### config.mk
export PLATFORM = sky130hd
export DESIGN_NAME = sar_addr_filter
export DESIGN_NICKNAME = d
export VERILOG_FILES = /design/src/rtl/sar_pkg.sv /design/src/rtl/sar_node_regs.sv /design/src/rtl/sar_addr_cmp.sv /design/src/rtl/sar_frame_gate.sv /design/src/rtl/sar_addr_filter.sv
export SDC_FILE = /design/constraint.sdc
export NUM_CORES = 1
export LEC_CHECK = 0
export BUFFER_PORTS_ARGS = -buffer_cell sky130_fd_sc_hd__buf_2
export CORE_AREA = 10 10 54 56
export CTS_CLUSTER_SIZE = 24
export DETAILED_ROUTE_END_ITERATION = 10
export DIE_AREA = 0 0 64 66
export PLACE_DENSITY = 0.74
export SLEW_MARGIN = 25
export SYNTH_ARGS = -nofsm -noshare
export SYNTH_HDL_FRONTEND = slang
export SYNTH_SLANG_ARGS = --single-unit
### constraint.sdc
create_clock -name clk -period 1.4 [get_ports clk]
set_input_delay 0.21 -clock clk [delete_from_list [all_inputs] [get_ports clk]]
set_output_delay 0.21 -clock clk [all_outputs]
set_load 0.005 [all_outputs]
### src/rtl/sar_pkg.sv
package sar_pkg;
  typedef enum logic {
    FMT_NINE_BIT = 1'b0,
    FMT_STOP_BIT = 1'b1
  } sar_fmt_e;
endpackage

### src/rtl/sar_node_regs.sv
module sar_node_regs #(
  parameter int DATA_W = 8
) (
  input  logic              clk,
  input  logic              rst_n,
  input  logic              load,
  input  logic [DATA_W-1:0] addr_d,
  input  logic [DATA_W-1:0] mask_d,
  output logic [DATA_W-1:0] addr_q,
  output logic [DATA_W-1:0] mask_q
);
  always_ff @(posedge clk or negedge rst_n) begin
    if (!rst_n) begin
      addr_q <= '0;
      mask_q <= '0;
    end else if (load) begin
      addr_q <= addr_d;
      mask_q <= mask_d;
    end
  end
endmodule

### src/rtl/sar_addr_cmp.sv
module sar_addr_cmp #(
  parameter int DATA_W = 8
) (
  input  logic [DATA_W-1:0] rx_byte,
  input  logic [DATA_W-1:0] addr,
  input  logic [DATA_W-1:0] mask,
  output logic              given_hit,
  output logic              bcast_hit
);
  logic [DATA_W-1:0] given_ok;
  logic [DATA_W-1:0] bcast_ok;

  for (genvar i = 0; i < DATA_W; i++) begin : g_bit
    // a masked-in position must agree with the stored address
    assign given_ok[i] = !mask[i] || (rx_byte[i] == addr[i]);
    // a position set in addr|mask must be set in the received byte
    assign bcast_ok[i] = rx_byte[i] || !(addr[i] || mask[i]);
  end

  assign given_hit = &given_ok;
  assign bcast_hit = &bcast_ok;
endmodule

### src/rtl/sar_frame_gate.sv
module sar_frame_gate
  import sar_pkg::*;
(
  input  logic     clk,
  input  logic     rst_n,
  input  logic     take,
  input  logic     mp_en,
  input  sar_fmt_e fmt,
  input  logic     tag,
  input  logic     given_hit,
  input  logic     bcast_hit,
  output logic     flag
);
  logic addr_hit;
  logic pass;

  assign addr_hit = given_hit || bcast_hit;

  always_comb begin
    if (!mp_en) begin
      pass = 1'b1;
    end else if (fmt == FMT_NINE_BIT) begin
      pass = !tag || addr_hit;
    end else begin
      pass = tag && addr_hit;
    end
  end

  always_ff @(posedge clk or negedge rst_n) begin
    if (!rst_n) flag <= 1'b0;
    else        flag <= take && pass;
  end
endmodule

### src/rtl/sar_addr_filter.sv
module sar_addr_filter
  import sar_pkg::*;
#(
  parameter int DATA_W = 8
) (
  input  logic              clk,
  input  logic              rst_n,
  input  logic              mp_en,
  input  logic              frm_fmt,
  input  logic              node_load,
  input  logic [DATA_W-1:0] node_addr_d,
  input  logic [DATA_W-1:0] node_mask_d,
  input  logic              frm_valid,
  output logic              frm_ready,
  input  logic [DATA_W-1:0] frm_byte,
  input  logic              frm_tag,
  output logic              rx_flag
);
  logic [DATA_W-1:0] addr_q;
  logic [DATA_W-1:0] mask_q;
  logic              given_hit;
  logic              bcast_hit;
  logic              take;

  assign frm_ready = 1'b1;
  assign take      = frm_valid && frm_ready;

  sar_node_regs #(.DATA_W(DATA_W)) u_regs (
    .clk    (clk),
    .rst_n  (rst_n),
    .load   (node_load),
    .addr_d (node_addr_d),
    .mask_d (node_mask_d),
    .addr_q (addr_q),
    .mask_q (mask_q)
  );

  sar_addr_cmp #(.DATA_W(DATA_W)) u_cmp (
    .rx_byte   (frm_byte),
    .addr      (addr_q),
    .mask      (mask_q),
    .given_hit (given_hit),
    .bcast_hit (bcast_hit)
  );

  sar_frame_gate u_gate (
    .clk       (clk),
    .rst_n     (rst_n),
    .take      (take),
    .mp_en     (mp_en),
    .fmt       (sar_fmt_e'(frm_fmt)),
    .tag       (frm_tag),
    .given_hit (given_hit),
    .bcast_hit (bcast_hit),
    .flag      (rx_flag)
  );
endmodule

-- Word-level counts from Yosys, hierarchy flattened
Index checks and enable logic that the tools add are counted.
Widths: inputs -> output; s select.
- reductions and logical operators: 47
- equality and inequality tests: 8
- muxes and demuxes: 2
- operator list (cell ; number):
    $logic_or 1x1->1 ; 26
    $logic_not 1->1 ; 17
    $reduce_and 8->1 ; 2
    $eq 1x1->1 ; 8
    $logic_and 1x1->1 ; 2
    $mux 1 ; 2
- flip-flop bits (word level): 17
- output and inout bits: 2
- input bits: 31

-- Logic depth before layout (Yosys ltp)
Gate-level depths: netlist of the first run.
- word-level depth: 9
- mapped depth: 4
- gate-level depth less buffers: 4

-- Modules after synthesis
A second synthesis of the first run with hierarchy kept.
- cells, all modules: 65
- area, all modules: 887.1 µm²
- by module, submodules not included (module ; seq. area each (µm²) ; area an instance (µm²) ; instances ; cells each):
    sar_node_regs ; 400.4 ; 649.4 ; 1 ; 34
    sar_addr_cmp ; 0.0 ; 176.4 ; 1 ; 25
    sar_frame_gate ; 25.0 ; 50.0 ; 1 ; 4
    sar_addr_filter ; 0.0 ; 11.3 ; 1 ; 2

-- Worst setup path after synthesis of the first run
Ideal clock, no wire load.
- path type: reg-to-reg
- start: reg u_regs.addr_q[7]
- end: reg u_gate.flag
- library setup time: 0.073 ns
- slack: 0.289 ns
- arrival: 1.038 ns
- cell stages (with the launch flop): 5
- data required time: 1.327 ns
- clock period less this slack: 1.111 ns
- cell sequence: dfrtp_1 -> o21bai_1 -> o2111ai_1 -> o311a_1 -> a21oi_2
- word-level cells in the longest chain between the ends: 9
- elaborated cells on any way between the ends: 13
- classes of those cells: eq/ne (1); mux (2); reduce/logical (10)
- ends and longest elaborated chain (element ; RTL line ; text):
    start: declaration ; sar_node_regs.sv:9 ; output logic [DATA_W-1:0] addr_q,
    start signal: assignment ; sar_node_regs.sv:17 ; addr_q <= addr_d;
    $logic_or 1x1->1 ; sar_addr_cmp.sv:17 ; assign bcast_ok[i] = rx_byte[i] || !(addr[i] || mask[i]);
    $logic_not 1->1 ; sar_addr_cmp.sv:17 ;
    $logic_or 1x1->1 ; sar_addr_cmp.sv:17 ;
    $reduce_and 8->1 ; sar_addr_cmp.sv:21 ; assign bcast_hit = &bcast_ok;
    $logic_or 1x1->1 * ; sar_frame_gate.sv:17 ; assign addr_hit = given_hit || bcast_hit;
    $logic_or 1x1->1 / $logic_and 1x1->1 (equally long branches) ; sar_frame_gate.sv:23, sar_frame_gate.sv:25 ;
    $mux 1 * ; sar_frame_gate.sv:22 ; end else if (fmt == FMT_NINE_BIT) begin
    $mux 1 * ; sar_frame_gate.sv:20 ; if (!mp_en) begin
    $logic_and 1x1->1 * ; sar_frame_gate.sv:31 ; else flag <= take && pass;
    end signal: assignment ; sar_frame_gate.sv:31 ;
    end: declaration ; sar_frame_gate.sv:12 ; output logic flag
Every way passes the cells marked *; elsewhere a longest branch is shown, timed or not.
A chain may end at the register's enable or synchronous reset.

-- Final worst setup path of the first run
Ends and elaborated chain as after synthesis.

==> results of run 1 <==
-- placed cells by master (no fill, tap or decap), types with 2 or more instances in the layout --
master	count
buf_2	31
dfrtp_1	17
mux2_2	16
xor2_1	8
nor2_1	5
a22oi_1	4
clkbuf_4	3
o22ai_1	2
o21bai_2	2
-- logic make-up after synthesis --
family                    count (synthesis)
muxes                                    16
AOI/OAI and AO/OA                        12
other                                     1
and+or+nand+nor                           8
DFF                                      17
buffers and inverters                     3
xor gates and xnor gates                  8
-- sequential cells by signal, indices dropped and copies added (netlist names) --
signal         cells
u_regs.addr_q      8
u_regs.mask_q      8
u_gate.flag        1
-- area by class of cell --
type                    count  area, µm²
fillers                   176        861
well taps                  27       33.8
clock buffers               4       26.3
repair buffers             32        165
flip-flops and latches     17        425
multi-input cells          45        390
-- worst register-to-register path, stage by stage, from the launching register on --
cell,delay (ns)
dfrtp_1,0.41
o21bai_1,0.15
o2111ai_1,0.14
o311a_1,0.32
a21oi_2,0.13
-- per-layer routing --
metal,routed length (µm),vias to the layer above,share of wire,track usage
met5,0,-,0,0
met1,710,286,0.40,0.0890
li1,-,305,-,-
met2,903,18,0.51,0.165
met3,122,4,0.068,0.0373
met4,48,0,0.027,0.0574
-- metrics by stage --
step                 util  total power, mW  instance area (µm²)  hold WS [ns]  setup slack [ns]
floorplan               -            0.703                  833       -0.0856             0.289
global placement    0.528            0.776                 1000         0.150             0.254
detailed placement  0.528            0.782                 1000         0.155             0.207
CTS                 0.547             1.04                 1040         0.141             0.182
global route        0.547             1.09                 1040         0.135            0.0695
finish              0.547             1.02                 1040         0.153             0.192
-- worst min-delay path by stage --
stage	end	depth (start not counted)
finish	u_regs.mask_q[0]$_DFFE_PN0P_	2
global route	u_regs.addr_q[0]$_DFFE_PN0P_	2
CTS	u_regs.mask_q[4]$_DFFE_PN0P_	2
detailed placement	u_regs.mask_q[0]$_DFFE_PN0P_	1
global placement	u_regs.mask_q[0]$_DFFE_PN0P_	1
floorplan	u_gate.flag$_DFF_PN0_	0
-- power groups by stage --
stage               clock network (mW)  registers, mW  logic, mW
floorplan                            0          0.582      0.121
global placement                     0          0.589      0.187
CTS                              0.269          0.582      0.194
detailed placement                   0          0.591      0.191
global route                     0.288          0.589      0.214
finish                           0.251          0.581      0.190
==> impl_metrics.csv, run 1 <==
group,metric,value,unit
die,start_util,0.438,
route,first_pass_iters,2,
synth,synth_cells,65,
grt,grt-ovfl-total,0,
synth,syn_area,833,µm²
synth,avgSynthCellArea,12.8,µm²
layout,drive_gt1_frac,0.541,
critical_path,startpoint_type,"flip-flop",
layout,layout.nets,130,
grt,grt_pass1_vias,694,
synth,synthAdderAreaFrac,0,
timing,setup_tns,0,ns
min_path,hold_start,"node_mask_d[0]",
critical_path,cp-end-kind,"flip-flop",
grt,grt_usage,0.0933,
critical_path,r2r_cells,4,
power,power_switching,0.256,mW
route,num_vias,613,
critical_path,worst-path-stages,4,
critical_path,cp_max_fo,3,
critical_path,critPathArrivalTime,1.43,ns
placement,routabilityCongestion,0.791,
power,sw_frac_of_total,0.251,
clock_network,path_clk_slew,0.09,ns
critical_path,critPathTopFamily,"compound AO/OA/AOI/OAI gates",
grt,grt_pass1_wl,3.13,mm
status,run_status,"complete, no violations",
critical_path,crit_required,1.62,ns
power,pwr-share-seq,0.569,
route,via_per_inst,4.90,
synth,yosysMostFrequentCell,"dfrtp_1",
synth,synth_top_family_by_area,"multiplexers",
die,num_rows,16,
placement,placed_cells,120,
clock_network,max-clock-path-buffers,2,
critical_path,crit_buf_inv,0,
timing,finClkSkew,0.00182,ns
die,fp.dieArea,0.00422,mm²
timing,setup_viol,0,
clock_network,clock_latency,0.28,ns
clock_network,cts_buffers,3,
die,fp.dieW,64,µm
die,fp.coreArea,0.00190,mm²
grt,antenna_found_initial,0,
clock_network,cts_resized,0,
power,power_per_cell_area,981,mW/mm²
min_path,min_path_type,"in2reg",
die,ios,33,
critical_path,crit_chain,"o21bai_1 > o2111ai_1 > o311a_1 > a21oi_2",
synth,synth_edf_count,0,
clock_network,post_cts_buffers,0,
route,post-route-drc-count,0,
clock_network,cts_tree,"done",
synth,synth_nets,96,
critical_path,reg2reg_slack,0.19,ns
critical_path,crit_end,"u_gate.flag$_DFF_PN0_",
power,p_leak,0.487,nW
power,ir_drop,0.426,mV
clock_network,cts.sinks,17,
critical_path,cpPeakStageDelay,0.41,ns
synth,synth_compound_area_frac,0.120,
power,combPwrFrac,0.186,
timing,fmax,828,MHz
route,final_antenna_net_count,0,
synth,synth_mux_area_frac,0.216,
critical_path,r2r-end,"u_gate.flag$_DFF_PN0_",
synth,yosysWarnings,0,
route,wl_per_cell,14.3,µm
clock_network,cts-root-buf,"clkbuf_4",
critical_path,cpMaxStageDelayCell,"dfrtp_1",
synth,synthDistinctLibCells,17,
route,routed_wl,1.79,mm
synth,netlist_top_cells_area,"dfrtp_1 51%, mux2_2 22%, xor2_1 8.4%",
synth,ys_seq_area_frac,0.511,
timing,hold_viol,0,
layout,n_antenna_cell,0,
timing,slew_viol_final,0,
synth,synth-seq-cells,17,
clock_network,h-tree-depth,1,
synth,synth-simple-area-share,0.0435,
synth,synth_area_leader_cell,"dfrtp_1",
timing,rsz0062_at_grt,"no",
layout,area_delta_synth_final,24.9,%
job,maxCapViolCount,0,
power,clkPwrFrac,0.246,
placement,port_buffers,31,
layout,instances_no_fill,125,
route,drtIter0Drc,16,
die,die_h,66,µm
synth,ys.flop_type,"dfrtp_1",
placement,dp_hpwl,1.48,mm
timing,period_minus_slack,1.21,ns
synth,synth_top_cells_by_count,"17 x dfrtp_1, 16 x mux2_2, 8 x xor2_1",
synth,synthArstFlopShare,1.00,
clock_network,cts_hold_buffers,1,
critical_path,r2r_start,"u_regs.addr_q[7]$_DFFE_PN0P_",
critical_path,path_class,"reg2reg",
timing,finalCritPeriodShare,0.863,
power,p_int,0.765,mW
synth,yosysTopAreaCellShare,0.511,
synth,synthXorXnorAreaFrac,0.0841,
critical_path,crit_path_start,"u_regs.addr_q[7]$_DFFE_PN0P_",
grt,grt_start_max_net_pins,18,
Power figures use the tool's default switching activity.
==> inputs of run 2 (changes only) <==
--- a/config.mk
+++ b/config.mk
@@ -11,6 +11,7 @@
 export DETAILED_ROUTE_END_ITERATION = 10
 export DIE_AREA = 0 0 64 66
 export PLACE_DENSITY = 0.74
+export SETUP_SLACK_MARGIN = 0.2
 export SLEW_MARGIN = 25
 export SYNTH_ARGS = -nofsm -noshare
 export SYNTH_HDL_FRONTEND = slang
==> impl_metrics.csv, run 2 (synthesis results as in run 1) <==
group,metric,value,unit
timing,slew_viol_final,0,
power,combPwrFrac,0.186,
timing,setup_tns,0,ns
die,start_util,0.438,
layout,area_delta_synth_final,24.9,%
die,ios,33,
grt,grtUsageMet2,0.165,
placement,placed_cells,120,
die,num_rows,16,
grt,use_met3,0.0373,
route,post-route-drc-count,0,
route,via_per_inst,4.87,
grt,grt_usage,0.0933,
layout,instances_no_fill,125,
grt,grt_busiest_layer,"met2",
grt,grt-ovfl-total,0,
timing,setup_viol,0,
layout,nFillCells,176,
die,die_h,66,µm
timing,hold_viol,0,
route,routed_wl,1.79,mm
timing,hold_slack,0.152,ns
job,maxCapViolCount,0,
placement,routabilityCongestion,0.791,
clock_network,cts_tree,"done",
route,wl_per_cell,14.3,µm
route,final_antenna_net_count,0,
die,fp.dieArea,0.00422,mm²
timing,fmax,832,MHz
layout,seqCellArea,425,µm²
grt,grt_start_max_net_pins,18,
clock_network,max-clock-path-buffers,2,
clock_network,cts-root-buf,"clkbuf_4",
clock_network,clock_latency,0.28,ns
power,p_int,0.765,mW
layout,multi_input_area,390,µm²
grt,antenna_found_initial,0,
power,ir_drop,0.427,mV
grt,grt_pass1_wl,3.13,mm
layout,layout.nets,130,
layout,top_regs,"u_regs.addr_q (8), u_regs.mask_q (8), u_gate.flag (1)",
power,power_per_cell_area,982,mW/mm²
grt,use_met1,0.0890,
layout,final_cell_mix,"31 x buf_2, 17 x dfrtp_1, 16 x mux2_2",
critical_path,crit_required,1.62,ns
power,sw_frac_of_total,0.252,
status,run_status,"complete, no violations",
placement,port_buffers,31,
clock_network,h-tree-depth,1,
placement,dp_hpwl,1.48,mm
clock_network,cts_resized,0,
critical_path,startpoint_type,"flip-flop",
power,power_switching,0.258,mW
critical_path,cp_max_fo,3,
route,num_vias,609,
clock_network,post_cts_buffers,0,
route,first_pass_iters,2,
power,pwr-share-seq,0.568,
power,p_leak,0.487,nW
route,drtIter0Drc,16,
grt,grt_pass1_vias,693,
timing,finalCritPeriodShare,0.859,
clock_network,path_clk_slew,0.09,ns
critical_path,r2r_start,"u_regs.addr_q[5]$_DFFE_PN0P_",
critical_path,critPathArrivalTime,1.42,ns
min_path,min_path_type,"in2reg",
critical_path,cp-end-kind,"flip-flop",
layout,n_antenna_cell,0,
power,clkPwrFrac,0.247,
timing,period_minus_slack,1.20,ns
timing,finClkSkew,0.00329,ns
layout,final_common_cell,"buf_2",
min_path,hold_start,"node_mask_d[0]",
die,fp.coreArea,0.00190,mm²
layout,drive_gt1_frac,0.541,
clock_network,cts_buffers,3,
timing,rsz0062_at_grt,"yes",
die,fp.dieW,64,µm
critical_path,crit_path_start,"u_regs.addr_q[5]$_DFFE_PN0P_",
clock_network,cts.sinks,17,
critical_path,path_class,"reg2reg",
-- run 2: worst paths after layout --
| kind | slack, ns | cells after the start | endpoint |
|---|---|---|---|
| hold / removal | 0.15 | 2 | u_regs.mask_q[0]$_DFFE_PN0P_ |
| setup / recovery | 0.20 | 4 | u_gate.flag$_DFF_PN0_ |
| setup reg to reg | 0.20 | 4 | u_gate.flag$_DFF_PN0_ |
| min in group asynchronous | 0.37 | 2 | u_regs.mask_q[7]$_DFFE_PN0P_ |
| hold reg to reg | 0.54 | 1 | u_regs.mask_q[3]$_DFFE_PN0P_ |
| max in group asynchronous | 0.76 | 2 | u_regs.mask_q[6]$_DFFE_PN0P_ |
-- run 2: power groups by stage --
stage / sequential (mW) / combinational (mW) / clock (mW)
after global placement: 0.589 / 0.187 / 0
after detailed placement: 0.591 / 0.191 / 0
after floorplan: 0.582 / 0.121 / 0
after CTS: 0.582 / 0.194 / 0.269
after global routing: 0.589 / 0.214 / 0.288
final: 0.580 / 0.190 / 0.252
-- run 2: timing repair --
action | CTS | global route
hold buffers | 1 | 0
pin swaps | 0 | 2
hold endpoints to repair | 17 | 0
endpoints found under the setup margin | 1 | 1
-- run 2: metrics by stage --
step	utilization	setup WS, ns	total power [mW]	area (µm²)
2_1_floorplan	-	0.289	0.703	833
4_1_cts	0.547	0.182	1.04	1040
3_5_place_dp	0.528	0.207	0.782	1000
5_1_grt	0.547	0.0960	1.09	1040
3_3_place_gp	0.528	0.254	0.776	1000
6_report	0.547	0.197	1.02	1040
-- run 2: routing by layer --
metal,wire [µm],part of all wire,vias to the layer above
met1,710,0.40,283
li1,-,-,304
met4,48,0.027,0
met3,122,0.068,4
met5,0,0,-
met2,904,0.51,18
-- run 2: area by class of cell --
type                            count  share of cell area
Multi-Input combinational cell     45               0.375
Sequential cell                    17               0.409
Timing Repair Buffer               32               0.159
Clock buffer                        4              0.0252
Tap cell                           27              0.0325
-- run 2: worst max-delay path, cell delays in order (launching register included) --
cell and delay, ns:
dfrtp_1 0.42, o21bai_2 0.14, o2111ai_1 0.13, o311a_1 0.32
a21oi_2 0.13
==> inputs of run 3 (changes only) <==
--- a/config.mk
+++ b/config.mk
@@ -5,12 +5,13 @@
 export SDC_FILE = /design/constraint.sdc
 export NUM_CORES = 1
 export LEC_CHECK = 0
+export ABC_AREA = 1
 export BUFFER_PORTS_ARGS = -buffer_cell sky130_fd_sc_hd__buf_2
-export CORE_AREA = 10 10 54 56
+export CORE_AREA = 10 10 55 57
 export CTS_CLUSTER_SIZE = 24
 export DETAILED_ROUTE_END_ITERATION = 10
-export DIE_AREA = 0 0 64 66
-export PLACE_DENSITY = 0.74
+export DIE_AREA = 0 0 65 67
+export PLACE_DENSITY = 0.75
 export SETUP_SLACK_MARGIN = 0.2
 export SLEW_MARGIN = 25
 export SYNTH_ARGS = -nofsm -noshare
==> impl_metrics.csv, run 3 <==
group,metric,value,unit
synth,yosysMostFrequentCell,"nand2_1",
clock_network,cts_buffers,3,
synth,avgSynthCellArea,8.07,µm²
timing,finClkSkew,0.00314,ns
critical_path,cpMaxStageDelayCell,"dfrtp_1",
status,run_status,"complete, no violations",
clock_network,cts_tree,"done",
route,num_vias,805,
min_path,min_to,"u_regs.addr_q[1]$_DFFE_PN0P_",
synth,yosysTopAreaCellShare,0.466,
placement,post-place-ws,0.301,ns
route,post-route-drc-count,0,
layout,n_antenna_cell,0,
clock_network,cts.sinks,17,
synth,netlist_top_cells_area,"dfrtp_1 47%, nand2_1 15%, mux2_2 7.4%",
synth,synthArstFlopShare,1.00,
min_path,hold_start,"node_addr_d[1]",
power,power_per_cell_area,927,mW/mm²
synth,synth_nets,144,
route,routed_wl,2.08,mm
critical_path,worst_path_most_repeated_cell,"nand2_1",
clock_network,clock_latency,0.28,ns
timing,rsz0062_at_grt,"yes",
die,fp.dieArea,0.00436,mm²
die,die_h,67,µm
synth,syn_area,912,µm²
synth,synth_edf_count,0,
synth,ys_seq_area_frac,0.466,
timing,setup_tns,0,ns
grt,grt_usage,0.100,
layout,instances_no_fill,173,
layout,drive_gt1_frac,0.329,
critical_path,crit_chain,"inv_1 > nand2_1 > nand3_1 > nand2_1 > nor2_1 > nand2_1 > nand2_1 > nand2_1 > a21oi_2",
grt,grt_pass1_wl,3.53,mm
min_path,min_path_cells,3,
timing,period_minus_slack,1.11,ns
route,drtIter0Drc,37,
die,ios,33,
synth,synth_cells,113,
critical_path,r2r-end,"u_gate.flag$_DFF_PN0_",
critical_path,cp_max_fo,3,
timing,layout_setup_ws,0.292,ns
critical_path,r2r_cells,9,
job,maxCapViolCount,0,
die,start_util,0.470,
grt,grt_start_max_net_pins,25,
layout,final_common_cell,"nand2_1",
timing,setup_viol,0,
synth,synthDistinctLibCells,15,
timing,slew_viol_final,0,
synth,synth-seq-cells,17,
layout,seqCellArea,425,µm²
die,fp.dieW,65,µm
layout,area_delta_synth_final,22.2,%
critical_path,cp-end-kind,"flip-flop",
layout,multi_input_area,393,µm²
timing,hold_viol,0,
clock_network,max-clock-path-buffers,2,
grt,antenna_found_initial,0,
min_path,min_path_type,"in2reg",
die,fp.coreArea,0.00194,mm²
placement,dp_hpwl,1.67,mm
synth,synth_top_cells_by_count,"36 x nand2_1, 17 x dfrtp_1, 17 x inv_1",
critical_path,startpoint_type,"flip-flop",
route,wl_per_cell,12.0,µm
power,p_leak,0.615,nW
synth,synth_area_leader_cell,"dfrtp_1",
critical_path,crit_required,1.62,ns
grt,grt_pass1_vias,877,
placement,port_buffers,31,
power,report.power.total,1.03,mW
timing,fmax,903,MHz
route,first_pass_iters,4,
timing,finalCritPeriodShare,0.791,
power,ir_drop,0.663,mV
synth,yosysWarnings,0,
die,num_rows,16,
layout,nFillCells,189,
route,final_antenna_net_count,0,
layout,final_cell_mix,"36 x nand2_1, 31 x buf_2, 17 x dfrtp_1",
synth,ys.flop_type,"dfrtp_1",
critical_path,reg2reg_slack,0.29,ns
clock_network,cts-root-buf,"clkbuf_4",
layout,top_regs,"u_regs.addr_q (8), u_regs.mask_q (8), u_gate.flag (1)",
placement,placed_cells,167,
grt,grt-ovfl-total,0,
placement,routabilityCongestion,0.809,
route,via_per_inst,4.65,
critical_path,r2r_start,"u_regs.addr_q[3]$_DFFE_PN0P_",
critical_path,critPathArrivalTime,1.32,ns
clock_network,path_clk_slew,0.09,ns
layout,layout.nets,178,
critical_path,path_class,"reg2reg",
critical_path,cpPeakStageDelay,0.40,ns
clock_network,h-tree-depth,1,
[run 3: cell types whose count changed after synthesis, sizes merged, moves of 2 or more]
cell,before,now
o21bai,3,0
o22ai,2,0
nand2,1,36
mux2,16,8
a22oi,4,0
xor2,8,0
nand3,0,8
o21ai,0,16
inv,0,17
[run 3: critical path: cells and delay by family (launching register included)]
kind | cells | cell delay [ns]
compound gates | 1 | 0.12
buf+inv | 1 | 0.07
flops | 1 | 0.40
simple gates | 7 | 0.44
[run 3: routing by layer]
layer | global-route usage | part of all wire | vias to the layer above
met5 | 0 | 0 | -
met4 | 0.0401 | 0.0067 | 0
met3 | 0.0468 | 0.070 | 2
met2 | 0.175 | 0.48 | 20
met1 | 0.101 | 0.44 | 368
li1 | - | - | 415
[run 3: kinds of logic after synthesis]
kind of cell	share of synthesized area
AO/OA/AOI/OAI	0.106
buffers and inverters	0.108
flip-flops	0.466
multiplexers	0.107
other	0.00411
AND/OR/NAND/NOR	0.209
[run 3: worst max-delay path by stage]
stage / cells after the start / start / end
2_1_floorplan: 7 / u_regs.addr_q[5]$_DFFE_PN0P_ / u_gate.flag$_DFF_PN0_
3_3_place_gp: 7 / u_regs.addr_q[5]$_DFFE_PN0P_ / u_gate.flag$_DFF_PN0_
3_5_place_dp: 9 / u_regs.addr_q[5]$_DFFE_PN0P_ / u_gate.flag$_DFF_PN0_
4_1_cts: 9 / u_regs.addr_q[5]$_DFFE_PN0P_ / u_gate.flag$_DFF_PN0_
5_1_grt: 9 / u_regs.addr_q[5]$_DFFE_PN0P_ / u_gate.flag$_DFF_PN0_
6_report: 9 / u_regs.addr_q[3]$_DFFE_PN0P_ / u_gate.flag$_DFF_PN0_
[run 3: what timing repair did]
item,in CTS,in global routing
buffers inserted,0,1
hold buffers,1,0
resized for setup,0,5
hold endpoints to repair,17,0
endpoints found under the setup margin,0,1
[run 3: cell type report]
type,count,area share
tap,27,0.0303
timing repair buffer,33,0.155
sequential,17,0.382
clock buffer,4,0.0236
inverter,17,0.0572
multi-input combinational,75,0.352
[run 3: per-stage QoR]
step	hold slack (ns)	utilization	instance area [µm²]
6_report	0.133	0.574	1110
2_1_floorplan	-0.0856	-	912
3_3_place_gp	0.150	0.549	1070
5_1_grt	0.121	0.574	1110
3_5_place_dp	0.155	0.549	1070
4_1_cts	0.119	0.568	1100
[run 3: power by group]
part / internal (mW) / switching [mW]
clock network: 0.110 / 0.142
logic: 0.104 / 0.103
registers: 0.537 / 0.0363
total: 0.752 / 0.282
